## config.mk

```make
export PLATFORM = sky130hd
export DESIGN_NAME = ctrl_cmd_irq
export DESIGN_NICKNAME = d
export VERILOG_FILES = /design/src/rtl/ccr_pkg.sv /design/src/rtl/ccr_run_ctrl.sv /design/src/rtl/ccr_sticky.sv /design/src/rtl/ccr_irq_gen.sv /design/src/rtl/ctrl_cmd_irq.sv
export SDC_FILE = /design/constraint.sdc
export NUM_CORES = 1
export LEC_CHECK = 0
export BUFFER_PORTS_ARGS = -buffer_cell sky130_fd_sc_hd__buf_2
export CAP_MARGIN = 20
export CORE_UTILIZATION = 39
export DETAILED_ROUTE_END_ITERATION = 8
export GPL_ROUTABILITY_DRIVEN = 0
export PLACE_DENSITY = 0.81
export SYNTH_ARGS = -nofsm -noshare
export SYNTH_HDL_FRONTEND = slang
export SYNTH_SLANG_ARGS = --single-unit
```

## constraint.sdc

```tcl
create_clock -name clk -period 1.81 [get_ports clk]
set_input_delay 0.181 -clock clk [delete_from_list [all_inputs] [get_ports clk]]
set_output_delay 0.181 -clock clk [all_outputs]
set_load 0.01 [all_outputs]
```

## src/rtl/ccr_pkg.sv

```systemverilog
package ccr_pkg;
  localparam int REG_W   = 16;
  localparam int NUM_EV  = 6;
  localparam int B_INIT  = 0;
  localparam int B_STRT  = 1;
  localparam int B_STOP  = 2;
  localparam int B_TDMD  = 3;
  localparam int B_TXON  = 4;
  localparam int B_RXON  = 5;
  localparam int B_IENA  = 6;
  localparam int B_INTR  = 7;
  localparam int B_IDON  = 8;
  localparam int B_ERR   = 15;
  localparam int STK_N   = NUM_EV + 1;      // init-done plus events
  localparam int STK_LSB = B_IDON;          // sticky field starts at init-done
  localparam int ERR_LO  = 3;               // sticky index of first error-class bit
  localparam int MASK_BIT = 8;              // mask bit position in mask register

  typedef struct packed {
    logic init;
    logic strt;
    logic stop;
    logic tdmd;
    logic iena;
  } cmd_t;

  function automatic cmd_t cmd_decode(input logic [REG_W-1:0] d);
    cmd_t c;
    c.init = d[B_INIT];
    c.strt = d[B_STRT];
    c.stop = d[B_STOP];
    c.tdmd = d[B_TDMD];
    c.iena = d[B_IENA];
    return c;
  endfunction
endpackage

```

## src/rtl/ccr_run_ctrl.sv

```systemverilog
module ccr_run_ctrl
  import ccr_pkg::*;
(
  input  logic clk,
  input  logic rst_n,
  input  logic cmd_wr,
  input  cmd_t cmd,
  input  logic init_done,
  output logic initing,
  output logic started,
  output logic stopped,
  output logic iena,
  output logic run_on,
  output logic init_req,
  output logic tx_demand
);
  logic stop_w;
  logic go_w;
  assign stop_w = cmd_wr & cmd.stop;
  assign go_w   = cmd_wr & ~cmd.stop;

  always_ff @(posedge clk) begin
    if (!rst_n) begin
      initing   <= 1'b0;
      started   <= 1'b0;
      stopped   <= 1'b1;
      iena      <= 1'b0;
      run_on    <= 1'b0;
      init_req  <= 1'b0;
      tx_demand <= 1'b0;
    end else begin
      init_req  <= go_w & cmd.init;
      tx_demand <= go_w & cmd.tdmd;
      if (stop_w) begin
        initing <= 1'b0;
        started <= 1'b0;
        stopped <= 1'b1;
        iena    <= 1'b0;
        run_on  <= 1'b0;
      end else begin
        if (go_w) iena <= cmd.iena;
        if (go_w && cmd.init) begin
          initing <= 1'b1;
          stopped <= 1'b0;
        end else if (init_done) begin
          initing <= 1'b0;
        end
        if (go_w && cmd.strt) begin
          started <= 1'b1;
          stopped <= 1'b0;
          run_on  <= 1'b1;
        end
      end
    end
  end
endmodule

```

## src/rtl/ccr_sticky.sv

```systemverilog
module ccr_sticky #(
  parameter int N = 7
) (
  input  logic         clk,
  input  logic         rst_n,
  input  logic [N-1:0] set,
  input  logic [N-1:0] clr,
  input  logic         flush,
  output logic [N-1:0] q
);
  for (genvar i = 0; i < N; i++) begin : g_bit
    always_ff @(posedge clk) begin
      if (!rst_n || flush) q[i] <= 1'b0;
      else if (set[i])     q[i] <= 1'b1;
      else if (clr[i])     q[i] <= 1'b0;
    end
  end
endmodule

```

## src/rtl/ccr_irq_gen.sv

```systemverilog
module ccr_irq_gen
  import ccr_pkg::*;
(
  input  logic [STK_N-1:0] sticky,
  input  logic             idon_mask,
  input  logic             iena,
  output logic             intr,
  output logic             err,
  output logic             irq
);
  logic [STK_N-1:0] gate;
  always_comb begin
    gate    = '1;
    gate[0] = ~idon_mask;
  end
  assign intr = |(sticky & gate);
  assign err  = |sticky[STK_N-1:ERR_LO];
  assign irq  = intr & iena;
endmodule

```

## src/rtl/ctrl_cmd_irq.sv

```systemverilog
module ctrl_cmd_irq
  import ccr_pkg::*;
(
  input  logic              clk,
  input  logic              rst_n,
  input  logic              wr_en,
  input  logic              reg_sel,
  input  logic [REG_W-1:0]  wr_data,
  output logic [REG_W-1:0]  rd_data,
  input  logic              init_done,
  input  logic [NUM_EV-1:0] ev_in,
  output logic              irq,
  output logic              tx_on,
  output logic              rx_on,
  output logic              init_req,
  output logic              tx_demand
);
  logic             cmd_wr, mask_wr;
  cmd_t             cmd;
  logic             initing, started, stopped, iena_q, run_on;
  logic             idon_mask_q;
  logic [STK_N-1:0] sticky_q, stk_clr;
  logic             intr, err;
  logic             unused_wr_bits;

  assign cmd_wr  = wr_en & ~reg_sel;
  assign mask_wr = wr_en & reg_sel;
  assign cmd     = cmd_decode(wr_data);
  assign stk_clr = cmd_wr ? wr_data[STK_LSB +: STK_N] : '0;
  assign unused_wr_bits = ^{wr_data[B_ERR], wr_data[B_INTR], wr_data[B_RXON], wr_data[B_TXON]};

  always_ff @(posedge clk) begin
    if (!rst_n)       idon_mask_q <= 1'b0;
    else if (mask_wr) idon_mask_q <= wr_data[MASK_BIT];
  end

  ccr_run_ctrl u_run (
    .clk(clk), .rst_n(rst_n), .cmd_wr(cmd_wr), .cmd(cmd), .init_done(init_done),
    .initing(initing), .started(started), .stopped(stopped), .iena(iena_q),
    .run_on(run_on), .init_req(init_req), .tx_demand(tx_demand)
  );

  ccr_sticky #(.N(STK_N)) u_stk (
    .clk(clk), .rst_n(rst_n), .set({ev_in, init_done}), .clr(stk_clr),
    .flush(cmd_wr & cmd.stop), .q(sticky_q)
  );

  ccr_irq_gen u_irq (
    .sticky(sticky_q), .idon_mask(idon_mask_q), .iena(iena_q),
    .intr(intr), .err(err), .irq(irq)
  );

  assign tx_on = run_on;
  assign rx_on = run_on;

  always_comb begin
    rd_data = '0;
    if (reg_sel) begin
      rd_data[MASK_BIT] = idon_mask_q;
    end else begin
      rd_data[B_INIT] = initing;
      rd_data[B_STRT] = started;
      rd_data[B_STOP] = stopped;
      rd_data[B_TXON] = run_on;
      rd_data[B_RXON] = run_on;
      rd_data[B_IENA] = iena_q;
      rd_data[B_INTR] = intr;
      rd_data[STK_LSB +: STK_N] = sticky_q;
      rd_data[B_ERR]  = err;
    end
  end
endmodule

```

==> impl_metrics.prom <==
# TYPE chip_impl_metric gauge
chip_impl_info{name="result_of_the_run",value="completed"} 1
chip_impl_metric{name="clock_tree.buffer_depth",unit=""} 2
chip_impl_info{name="root_buffer",value="sky130_fd_sc_hd__clkbuf_4"} 1
chip_impl_metric{name="post-route-min-period",unit="ps"} 1790
chip_impl_metric{name="timing.critical_path.required",unit="ps"} 1630
chip_impl_metric{name="worst_ir_drop_vdd",unit="uV"} 380
chip_impl_metric{name="synth_warnings",unit=""} 0
chip_impl_metric{name="power.static_leakage",unit="nW"} 0.458
chip_impl_info{name="worstSetupPathType",value="register to output port"} 1
chip_impl_metric{name="maxCapViolations",unit=""} 0
chip_impl_metric{name="cellPowerDensity",unit="mW/mm2"} 703
chip_impl_metric{name="placed_wire_length_estimate",unit="mm"} 1.18
chip_impl_metric{name="layout.filler_cells",unit=""} 152
chip_impl_metric{name="synthesis.area",unit="um2"} 686
chip_impl_metric{name="die-width",unit="um"} 43.9
chip_impl_metric{name="yosysTopAreaCellShare",unit="%"} 40.9
chip_impl_metric{name="dp_cells",unit=""} 127
chip_impl_metric{name="worst_skew_pair.late_latency",unit="ps"} 280
chip_impl_metric{name="initial_standard_cell_utilization_of_the_core",unit="%"} 43.5
chip_impl_metric{name="cp.arrival",unit="ps"} 1610
chip_impl_metric{name="fmax",unit="MHz"} 559
chip_impl_metric{name="postSynthCellCount",unit=""} 73
chip_impl_metric{name="placement.cell_area",unit="um2"} 892
chip_impl_metric{name="dr.pass1.iters",unit=""} 6
chip_impl_metric{name="top_level_ports",unit=""} 48
chip_impl_metric{name="die_boundary_height",unit="um"} 43.9
chip_impl_metric{name="grt_first_pass_wirelength",unit="mm"} 2.32
chip_impl_metric{name="cts.clk_slew.worst_paths",unit="ps"} 80
chip_impl_metric{name="setup_tns",unit="ps"} 0
chip_impl_metric{name="final_hold_viol_count",unit=""} 0
chip_impl_metric{name="htreeDepth",unit=""} 1
chip_impl_metric{name="layout.cells.non_filler",unit=""} 130
chip_impl_metric{name="post_route_cells_drive_above_1_share",unit="%"} 46.5
chip_impl_metric{name="final_cell_area",unit="um2"} 916
chip_impl_metric{name="syn_nets",unit=""} 100
chip_impl_metric{name="core-area",unit="mm2"} 0.00158
chip_impl_metric{name="number_of_drc_violations_after_detailed_routing",unit=""} 0
chip_impl_metric{name="dieArea",unit="mm2"} 0.00193
chip_impl_metric{name="first_iter_violations",unit=""} 13
chip_impl_metric{name="post_cts.repair.setup_buffers",unit=""} 0
chip_impl_metric{name="slew_viol_final",unit=""} 0
chip_impl_metric{name="grt_pass1_vias",unit=""} 544
chip_impl_metric{name="numCtsBuffers",unit=""} 3
chip_impl_metric{name="synth.lib_cells_used.distinct",unit=""} 22
chip_impl_metric{name="dp_slack",unit="ps"} 243
chip_impl_info{name="synth_largest_area_cell",value="sky130_fd_sc_hd__dfxtp_1"} 1
chip_impl_metric{name="detail_route.vias_per_cell",unit=""} 4.92
chip_impl_metric{name="area_growth",unit="%"} 33.6
chip_impl_metric{name="largest_net_degree_at_the_start_of_global_routing",unit=""} 17
chip_impl_info{name="mostFrequentLayoutCell",value="sky130_fd_sc_hd__buf_2"} 1
chip_impl_metric{name="antenna_cell_count",unit=""} 0
chip_impl_info{name="min_path_type",value="input pin to register"} 1
chip_impl_metric{name="final_setup_fails",unit=""} 0
chip_impl_metric{name="utilization",unit="%"} 58.1
chip_impl_metric{name="wirelength",unit="mm"} 1.52
chip_impl_info{name="post_synth_main_area_contributors",value="sky130_fd_sc_hd__dfxtp_1, sky130_fd_sc_hd__nor2b_1, sky130_fd_sc_hd__a21boi_1, sky130_fd_sc_hd__o21a_1, sky130_fd_sc_hd__buf_4"} 1
chip_impl_info{name="endpoint_kind",value="output port"} 1
chip_impl_metric{name="globalRouteTotalUtil",unit="%"} 17.0
chip_impl_metric{name="layout.nets",unit=""} 143
chip_impl_metric{name="detail_route.wl_per_cell",unit="um"} 11.7
chip_impl_metric{name="largest_fanout_on_the_critical_path",unit=""} 3
chip_impl_info{name="top_library_cells_by_usage_in_the_layout_fill_and_taps_aside",value="sky130_fd_sc_hd__buf_2, sky130_fd_sc_hd__nor2b_1, sky130_fd_sc_hd__dfxtp_1"} 1
chip_impl_metric{name="grt_remaining_overflow",unit=""} 0
chip_impl_info{name="cts_tree",value="built"} 1
chip_impl_metric{name="via_count_of_the_routed_design",unit=""} 639
chip_impl_info{name="rsz0062_at_grt",value="true"} 1
chip_impl_metric{name="antenna_found_initial",unit=""} 0
chip_impl_metric{name="skew",unit="ps"} 0
chip_impl_metric{name="finalCritPeriodShare",unit="%"} 98.8
chip_impl_metric{name="cts.sinks",unit=""} 14
chip_impl_metric{name="ys_ff_latch",unit=""} 14
chip_impl_metric{name="place.port_buffers",unit=""} 42
chip_impl_metric{name="ant_nets",unit=""} 0
chip_impl_metric{name="std_cell_rows",unit=""} 14
chip_impl_info{name="worst_setup_path_start_kind",value="register"} 1
chip_impl_metric{name="postLayoutSetupSlackWorst",unit="ps"} 22.3
chip_impl_metric{name="syn_avg_cell_area",unit="um2"} 9.39
chip_impl_metric{name="synth.yosys.seq_area_share",unit="%"} 40.9
-- layer usage --
layer	GRT usage (%)	up-vias	share of wire (%)
met5	0	-	0
met4	9.09	0	2.2
met3	6.25	5	5.0
met2	26.9	23	49
met1	20.0	286	43
li1	-	325	-
-- worst paths after layout --
kind / start / slack, ps / cells past startpoint / endpoint
worst max-delay path: u_stk.q[6]$_SDFFE_PP0P_ / 20 / 4 / irq
worst min-delay path: ev_in[2] / 100 / 2 / u_stk.q[3]$_SDFFE_PP0P_
worst max register to register: u_stk.q[0]$_SDFFE_PP0P_ / 1040 / 2 / u_stk.q[0]$_SDFFE_PP0P_
worst min register to register: u_run.iena$_SDFFE_PP0N_ / 470 / 2 / u_run.iena$_SDFFE_PP0N_
-- Yosys cell counts --
cell type and count:
sky130_fd_sc_hd__a2111oi_4 1, sky130_fd_sc_hd__a21boi_1 9, sky130_fd_sc_hd__a21boi_2 1, sky130_fd_sc_hd__a21oi_1 2, sky130_fd_sc_hd__and3_1 2, sky130_fd_sc_hd__buf_2 1, sky130_fd_sc_hd__buf_4 4, sky130_fd_sc_hd__clkbuf_1 1
sky130_fd_sc_hd__conb_1 1, sky130_fd_sc_hd__dfxtp_1 14, sky130_fd_sc_hd__inv_1 1, sky130_fd_sc_hd__mux2_2 1, sky130_fd_sc_hd__nand2_1 4, sky130_fd_sc_hd__nand2b_1 1, sky130_fd_sc_hd__nand3_1 1, sky130_fd_sc_hd__nand3b_1 1
sky130_fd_sc_hd__nor2_1 2, sky130_fd_sc_hd__nor2b_1 16, sky130_fd_sc_hd__nor2b_2 1, sky130_fd_sc_hd__o21a_1 7, sky130_fd_sc_hd__o21ai_1 1, sky130_fd_sc_hd__or4_4 1
-- power breakdown --
part	switching, mW	internal, mW	total, mW
clock	0.0963	0.0771	0.173
combinational	0.0613	0.0707	0.132
sequential	0.0128	0.326	0.339
total	0.170	0.474	0.644
-- layout make-up --
class                      instances  area (um2)  share of cell area, %
multi-input combinational         52         363                   39.6
timing repair buffer              44         225                   24.6
inverter                           1        3.75                  0.410
clock buffer                       3        22.5                   2.46
sequential                        14         282                   30.7
tap                               16        20.0                   2.19
-- flip-flops by register name (all words and copies together), names as in the netlist --
register	count
u_stk.q	7
idon_mask_q	1
u_run.iena	1
u_run.init_req	1
u_run.initing	1
u_run.started	1
u_run.stopped	1
u_run.tx_demand	1
-- worst max-delay path, cell delays in order (launching register included) --
cell and delay, ps:
sky130_fd_sc_hd__dfxtp_2 330, sky130_fd_sc_hd__or4_4 550, sky130_fd_sc_hd__a2111oi_4 220, sky130_fd_sc_hd__nor2b_1 80, sky130_fd_sc_hd__buf_2 150
-- cells by family after synthesis --
logic type      count (synthesis)  share of synthesized area, %
compound gates                 21                          25.4
other cells                     1                         0.547
mux                             1                          1.64
buf+inv                         7                          6.20
simple gates                   29                          25.4
flops                          14                          40.9
-- timing repair --
item,in CTS,in global routing
gates resized for setup,0,1
hold buffers,0,0
endpoints found under the setup margin,2,2
hold endpoints to repair,0,0
pin swaps,1,1
-- per-stage QoR --
step                hold WS [ps]  power [mW]
global route                91.5       0.684
floorplan                    305       0.422
global placement             390       0.475
detailed placement           395       0.478
finish                       104       0.644
CTS                         99.9       0.655
Note: power is estimated with default switching activity, not from simulation.
